`config.mk`:
```
export PLATFORM = sky130hd
export DESIGN_NAME = bbint_ctrl
export DESIGN_NICKNAME = d
export VERILOG_FILES = /design/src/rtl/bbint_pkg.sv /design/src/rtl/bbint_rst_sync.sv /design/src/rtl/bbint_evt_latch.sv /design/src/rtl/bbint_regif.sv /design/src/rtl/bbint_irq_gen.sv /design/src/rtl/bbint_ctrl.sv
export SDC_FILE = /design/constraint.sdc
export NUM_CORES = 1
export LEC_CHECK = 0
export ABC_AREA = 1
export BUFFER_PORTS_ARGS = -buffer_cell sky130_fd_sc_hd__buf_2
export CAP_MARGIN = 20
export CELL_PAD_IN_SITES_DETAIL_PLACEMENT = 0
export CELL_PAD_IN_SITES_GLOBAL_PLACEMENT = 1
export CORE_MARGIN = 2
export CORE_UTILIZATION = 27
export CTS_BUF_LIST = sky130_fd_sc_hd__clkbuf_8 sky130_fd_sc_hd__clkbuf_16
export CTS_CLUSTER_DIAMETER = 60
export CTS_CLUSTER_SIZE = 14
export DETAILED_ROUTE_END_ITERATION = 8
export PLACE_DENSITY = 0.85
export SLEW_MARGIN = 30
export SYNTH_ARGS = -nofsm -noshare
export SYNTH_HDL_FRONTEND = slang
export SYNTH_SLANG_ARGS = --single-unit
```
`constraint.sdc`:
```
create_clock -name clk -period 1.1 [get_ports clk]
set_input_delay 0.22 -clock clk [delete_from_list [all_inputs] [get_ports clk]]
set_output_delay 0.22 -clock clk [all_outputs]
set_load 0.03 [all_outputs]
```
`src/rtl/bbint_pkg.sv`:
```
package bbint_pkg;
  localparam int BB_DATA_W = 32;
  localparam int BB_ADDR_W = 8;
  localparam int BB_EVT_N  = 11;
  localparam int BB_FIFO_N = 2;
  localparam logic [BB_ADDR_W-1:0] BB_OFS_STATUS = 8'h54;
  localparam logic [BB_ADDR_W-1:0] BB_OFS_MASK   = 8'h58;
  localparam logic [BB_ADDR_W-1:0] BB_OFS_ACK    = 8'h5C;
endpackage

```
`src/rtl/bbint_rst_sync.sv`:
```
module bbint_rst_sync #(
  parameter int STAGES = 2
) (
  input  logic clk,
  input  logic rst_n,
  output logic rst_n_sync
);
  logic [STAGES-1:0] sync_q;
  logic [STAGES-1:0] sync_d;

  always_comb begin
    sync_d = {sync_q[STAGES-2:0], 1'b1};
  end

  always_ff @(posedge clk or negedge rst_n) begin
    if (!rst_n) sync_q <= '0;
    else        sync_q <= sync_d;
  end

  assign rst_n_sync = sync_q[STAGES-1];
endmodule

```
`src/rtl/bbint_evt_latch.sv`:
```
module bbint_evt_latch #(
  parameter int EVT_N = 11
) (
  input  logic             clk,
  input  logic             rst_n,
  input  logic [EVT_N-1:0] evt_i,
  input  logic [EVT_N-1:0] ack_i,
  output logic [EVT_N-1:0] flag_o
);
  logic [EVT_N-1:0] flag_q;
  logic [EVT_N-1:0] flag_d;

  for (genvar i = 0; i < EVT_N; i++) begin : g_flag
    // set has priority over acknowledge so a coincident event is kept
    always_comb begin
      flag_d[i] = evt_i[i] | (flag_q[i] & ~ack_i[i]);
    end

    always_ff @(posedge clk or negedge rst_n) begin
      if (!rst_n) flag_q[i] <= 1'b0;
      else        flag_q[i] <= flag_d[i];
    end

    assert_evt_sets_R2: assert property (@(posedge clk) disable iff (!rst_n)
      evt_i[i] |=> flag_q[i]);
    assert_flag_holds_R2: assert property (@(posedge clk) disable iff (!rst_n)
      (flag_q[i] && !ack_i[i]) |=> flag_q[i]);
    assert_no_spurious_R2: assert property (@(posedge clk) disable iff (!rst_n)
      (!flag_q[i] && !evt_i[i]) |=> !flag_q[i]);
    assert_ack_clears_R3: assert property (@(posedge clk) disable iff (!rst_n)
      (ack_i[i] && !evt_i[i]) |=> !flag_q[i]);
    assert_set_wins_R8: assert property (@(posedge clk) disable iff (!rst_n)
      (ack_i[i] && evt_i[i]) |=> flag_q[i]);
  end

  assign flag_o = flag_q;
endmodule

```
`src/rtl/bbint_regif.sv`:
```
module bbint_regif #(
  parameter int                  DATA_W     = 32,
  parameter int                  ADDR_W     = 8,
  parameter int                  EVT_N      = 11,
  parameter int                  FIFO_N     = 2,
  parameter logic [ADDR_W-1:0]   OFS_STATUS = 8'h54,
  parameter logic [ADDR_W-1:0]   OFS_MASK   = 8'h58,
  parameter logic [ADDR_W-1:0]   OFS_ACK    = 8'h5C,
  localparam int                 STS_W      = EVT_N + FIFO_N
) (
  input  logic              clk,
  input  logic              rst_n,
  input  logic [ADDR_W-1:0] addr_i,
  input  logic              we_i,
  input  logic [DATA_W-1:0] wdata_i,
  input  logic [STS_W-1:0]  sts_i,
  output logic [DATA_W-1:0] rdata_o,
  output logic [EVT_N-1:0]  ack_o,
  output logic [STS_W-1:0]  mask_o
);
  localparam int PAD_W = DATA_W - STS_W;

  logic [STS_W-1:0] mask_q;
  logic [STS_W-1:0] mask_d;
  logic             mask_wr;
  logic             ack_wr;

  always_comb begin
    mask_wr = we_i && (addr_i == OFS_MASK);
    ack_wr  = we_i && (addr_i == OFS_ACK);
    mask_d  = mask_wr ? wdata_i[STS_W-1:0] : mask_q;
    ack_o   = ack_wr ? wdata_i[EVT_N-1:0] : '0;
  end

  always_ff @(posedge clk or negedge rst_n) begin
    if (!rst_n) mask_q <= '0;
    else        mask_q <= mask_d;
  end

  always_comb begin
    unique case (addr_i)
      OFS_STATUS: rdata_o = {{PAD_W{1'b0}}, sts_i};
      OFS_MASK:   rdata_o = {{PAD_W{1'b0}}, mask_q};
      default:    rdata_o = '0;
    endcase
  end

  assign mask_o = mask_q;

  assert_mask_wr_R5: assert property (@(posedge clk) disable iff (!rst_n)
    mask_wr |=> (mask_q == $past(wdata_i[STS_W-1:0])));
  assert_mask_hold_R5: assert property (@(posedge clk) disable iff (!rst_n)
    !mask_wr |=> $stable(mask_q));
endmodule

```
`src/rtl/bbint_irq_gen.sv`:
```
module bbint_irq_gen #(
  parameter int  EVT_N  = 11,
  parameter int  FIFO_N = 2,
  localparam int STS_W  = EVT_N + FIFO_N
) (
  input  logic             clk,
  input  logic             rst_n,
  input  logic [STS_W-1:0] sts_i,
  input  logic [STS_W-1:0] mask_i,
  output logic             irq_pkt_o,
  output logic             irq_fifo_o
);
  logic [STS_W-1:0] live;
  logic             pkt_d, fifo_d, pkt_q, fifo_q;

  always_comb begin
    live   = sts_i & mask_i;
    pkt_d  = |live[EVT_N-1:0];
    fifo_d = |live[STS_W-1:EVT_N];
  end

  always_ff @(posedge clk or negedge rst_n) begin
    if (!rst_n) begin
      pkt_q  <= 1'b0;
      fifo_q <= 1'b0;
    end else begin
      pkt_q  <= pkt_d;
      fifo_q <= fifo_d;
    end
  end

  assign irq_pkt_o  = pkt_q;
  assign irq_fifo_o = fifo_q;

  assert_irq_pkt_up_R6: assert property (@(posedge clk) disable iff (!rst_n)
    (|(sts_i[EVT_N-1:0] & mask_i[EVT_N-1:0])) |=> irq_pkt_o);
  assert_irq_pkt_dn_R6: assert property (@(posedge clk) disable iff (!rst_n)
    !(|(sts_i[EVT_N-1:0] & mask_i[EVT_N-1:0])) |=> !irq_pkt_o);
  assert_irq_fifo_up_R7: assert property (@(posedge clk) disable iff (!rst_n)
    (|(sts_i[STS_W-1:EVT_N] & mask_i[STS_W-1:EVT_N])) |=> irq_fifo_o);
  assert_irq_fifo_dn_R7: assert property (@(posedge clk) disable iff (!rst_n)
    !(|(sts_i[STS_W-1:EVT_N] & mask_i[STS_W-1:EVT_N])) |=> !irq_fifo_o);
endmodule

```
`src/rtl/bbint_ctrl.sv`:
```
module bbint_ctrl
  import bbint_pkg::*;
#(
  parameter int                  DATA_W     = BB_DATA_W,
  parameter int                  ADDR_W     = BB_ADDR_W,
  parameter int                  EVT_N      = BB_EVT_N,
  parameter int                  FIFO_N     = BB_FIFO_N,
  parameter logic [ADDR_W-1:0]   OFS_STATUS = BB_OFS_STATUS,
  parameter logic [ADDR_W-1:0]   OFS_MASK   = BB_OFS_MASK,
  parameter logic [ADDR_W-1:0]   OFS_ACK    = BB_OFS_ACK
) (
  input  logic              clk,
  input  logic              rst_n,
  input  logic [ADDR_W-1:0] bus_addr,
  input  logic              bus_we,
  input  logic [DATA_W-1:0] bus_wdata,
  output logic [DATA_W-1:0] bus_rdata,
  input  logic [EVT_N-1:0]  evt_pulse,
  input  logic [FIFO_N-1:0] fifo_lvl,
  output logic              irq_pkt,
  output logic              irq_fifo
);
  localparam int STS_W = EVT_N + FIFO_N;

  logic             rst_n_int;
  logic [EVT_N-1:0] ack;
  logic [EVT_N-1:0] flags;
  logic [STS_W-1:0] status;
  logic [STS_W-1:0] mask;

  bbint_rst_sync #(.STAGES(2)) u_rst (
    .clk        (clk),
    .rst_n      (rst_n),
    .rst_n_sync (rst_n_int)
  );

  bbint_evt_latch #(.EVT_N(EVT_N)) u_latch (
    .clk    (clk),
    .rst_n  (rst_n_int),
    .evt_i  (evt_pulse),
    .ack_i  (ack),
    .flag_o (flags)
  );

  // FIFO conditions are shown live; only the event flags are latched
  assign status = {fifo_lvl, flags};

  bbint_regif #(
    .DATA_W(DATA_W), .ADDR_W(ADDR_W), .EVT_N(EVT_N), .FIFO_N(FIFO_N),
    .OFS_STATUS(OFS_STATUS), .OFS_MASK(OFS_MASK), .OFS_ACK(OFS_ACK)
  ) u_regif (
    .clk     (clk),
    .rst_n   (rst_n_int),
    .addr_i  (bus_addr),
    .we_i    (bus_we),
    .wdata_i (bus_wdata),
    .sts_i   (status),
    .rdata_o (bus_rdata),
    .ack_o   (ack),
    .mask_o  (mask)
  );

  bbint_irq_gen #(.EVT_N(EVT_N), .FIFO_N(FIFO_N)) u_irq (
    .clk        (clk),
    .rst_n      (rst_n_int),
    .sts_i      (status),
    .mask_i     (mask),
    .irq_pkt_o  (irq_pkt),
    .irq_fifo_o (irq_fifo)
  );
endmodule

```
==> summary.txt <==
Placement
  • Routability cong.: 0.743
  • Placed insts: 335
  • DP HPWL: 3010 um
  • Place WS: -334 ps
  • I/O Buffers: 51

Floorplan
  • Die Ht: 80.6 um
  • Rows: 27
  • Initial Util: roughly 28%
  • I/O pin total: 90
  • Core area: 5570 um^2
  • Die W: just over 80 um
  • Die ar.: 6500 um^2

Layout
  • Layout Area Growth over Synthesis: 53.9%
  • Share of cells above drive strength 1: 41.2%
  • Layout net count: 334
  • Filler cell count in the final layout: 564
  • Ant diodes: 0
  • Fin cells: 349

Setup path
  • CP arrival: 1140 ps
  • Crit path depth: 8
  • Slowest CP cell: buf_12
  • Worst reg2reg setup slack: 140 ps
  • Crit Path Max Fanout: 13
  • Critical path, cell by cell: buf_6 -> nor2_4 -> nand2_4 -> nor2_4 -> buf_12 -> nand3_4 -> nand2_4 -> buf_6
  • Max incr delay on CP: roughly 190 ps
  • Worst EP required: a little under 900 ps
  • Crit Path Category: input pin to output pin
  • R2R depth: 4
  • Crit end category: output pin
  • Worst Setup Start Kind: input pin
  • WP buf/inv: 3
  • Cell family with most CP delay: simple AND/OR/NAND/NOR gates

STA
  • Final period util: 124%
  • Peak Freq: approximately 730 MHz
  • Min Tclk post-route: about 1400 ps
  • Clock Skews: 3.58 ps
  • Slew Limit Fails: 0
  • Setup ws final: -264 ps
  • Final setup viols: 13
  • Final hold vios: 0
  • Unrepaired setup endpoints after global routing: yes

Yosys
  • Sequential fraction of the synthesis area: 44.2%
  • Yosys cell types: 19
  • Ys Warns: 0
  • Mapped Area: between 1500 and 2000 um^2
  • Avg Cell Area, Syn: between 7 and 8 um^2
  • Cells taking the most area after synthesis: dfrtp_1 44%, nand2_1 21%, nand3_1 12%
  • Yosys top cell area share: between 40 and 50%
  • #FFs+latches synth: 28
  • Synthesized instance count: 210
  • Post-synth top area cell: dfrtp_1

Clock tree
  • Clock root buffer: clkbuf_8
  • Sink Count: 28
  • Clock Path Buffers: 2
  • Worst-Skew Late Latency: 270 ps
  • Htree depth: 1
  • TritonCTS Buffers: 3
  • CTS clk-pin slew, worst paths: approximately 100 ps
  • CTS tree: done

Drt
  • TritonRoute pass-1 iters: 4
  • Vias per cell: 4.23
  • Via Count: 1478
  • Residual DRC count: 0
  • Antenna viol nets, final: 0
  • Routed len/inst: approximately 12 um
  • Violation count after the first detailed-route iteration: 40
  • Total wire length: 4150 um

Global routing
  • Vias in the first global route: 1488
  • GRT Total Usage: 13.8%
  • First-pass GRT wire length: 6890 um
  • Largest net degree at the start of global routing: 27
  • Grt total ovfl: 0
  • Initial antenna violation count: 0

Pwr
  • Static Leak: 1.27 nW
  • Peak supply drop: 0.000468 V
  • PD cells: slightly below 900 nW/um^2

Worst hold path
  • Hold Path Stages: 3
  • Worst min-delay path category: input pin to register

Job
  • Max-cap violations: 0

Outcome
  • Outcome: finished with violations
  • Violated checks: negative setup slack
## per-layer routing
metal  track usage [%]  vias up  wire [um]
li1                  -      751          -
met1              18.0      683       1750
met2              23.6       42       2120
met3              2.25        2        264
met4              3.56        0         15
met5                 0        -          0
## through the flow
stage	setup TNS [ps]	utilization (%)	hold WS (ps)	cell area, um^2	power (W)
after global routing	-4080	43.8	116	2440	0.00226
after floorplan	-1270	-	-75.6	1890	0.00139
after global placement	-6380	38.4	6.36	2140	0.00149
final	-3190	43.8	117	2440	0.00214
after detailed placement	-6660	38.4	6.89	2140	0.00149
after CTS	-3720	43.4	115	2420	0.00216
## worst reg2reg max path: cells and delay by family (launching register included)
kind             cells  cell delay, ps
DFF                  1             450
and+or+nand+nor      4             390
## cells in the mapped netlist (all sizes together)
master and number:
nand3 39, dfrtp 28, a22o 1, inv 14, nor2 6, nand2 91, conb 2, a21oi 1
clkbuf 2, nand4 1, buf 25
## worst paths after layout
check	from	to
min in group asynchronous	u_rst.sync_q[1]	u_regif.mask_o[9]
max	bus_addr[7]	bus_rdata[1]
min reg2reg	u_rst.sync_q[1]	u_regif.mask_o[9]
max in group asynchronous	u_rst.sync_q[1]	u_irq.irq_pkt_o
max reg2reg	u_latch.flag_o[1]	u_irq.irq_pkt_o
min	evt_pulse[10]	u_latch.flag_o[10]
## state kept, by name (all words and copies together) (netlist names)
register / count
u_regif.mask_o: 13
u_latch.flag_o: 11
u_rst.sync_q: 2
u_irq.irq_fifo_o: 1
u_irq.irq_pkt_o: 1
## area by class of cell
class / count / area, um^2 / area share [%]
inverters: 14 / 52.6 / 2.15
repair buffers: 71 / 568 / 23.3
flip-flops and latches: 28 / 701 / 28.7
multi-input cells: 160 / 973 / 39.9
clock buffers: 4 / 55.1 / 2.26
well taps: 72 / 90.1 / 3.69
## report_power, final
group	switching [W]	internal [W]	leakage, nW
registers	0.0000224	0.00107	0.325
clock network	0.000330	0.000321	0.0288
logic	0.000273	0.000129	0.921
## placed cells by master, fill, tap and decap left out
master / netlist / layout
nand3_2: 0 / 1
clkbuf_8: 0 / 4
nor2_4: 1 / 4
conb_1: 2 / 20
a22o_1: 1 / 1
dfrtp_1: 28 / 28
buf_6: 3 / 20
nand3_4: 0 / 10
nand2_8: 0 / 1
buf_2: 1 / 35
nand2_4: 1 / 14
nor2_8: 1 / 1
buf_12: 0 / 3
nand4_1: 1 / 1
buf_4: 21 / 11
inv_2: 1 / 2
nand3_1: 39 / 28
a21oi_1: 1 / 1
nand2_1: 88 / 70
nand2_2: 2 / 7
nor2_1: 2 / 1
dlygate4sd3_1: 0 / 1
buf_8: 0 / 1
inv_1: 13 / 12
## logic make-up after synthesis
| logic type | count (synthesis) | share of synthesized area [%] |
|---|---|---|
| AND/OR/NAND/NOR | 137 | 38.3 |
| other | 2 | 0.474 |
| AO/OA/AOI/OAI | 2 | 0.868 |
| buffers and inverters | 41 | 16.2 |
| flip-flops | 28 | 44.2 |
## what timing repair did
| item | in CTS | in global routing |
|---|---|---|
| gates cloned | 1 | 1 |
| buffers inserted | 6 | 2 |
| hold buffers | 1 | 0 |
| setup endpoints to repair | 13 | 27 |
| resized for setup | 38 | 7 |
| endpoints found under the hold margin | 2 | 0 |
| pin swaps | 3 | 2 |
Note: power is estimated with default switching activity, not from simulation.
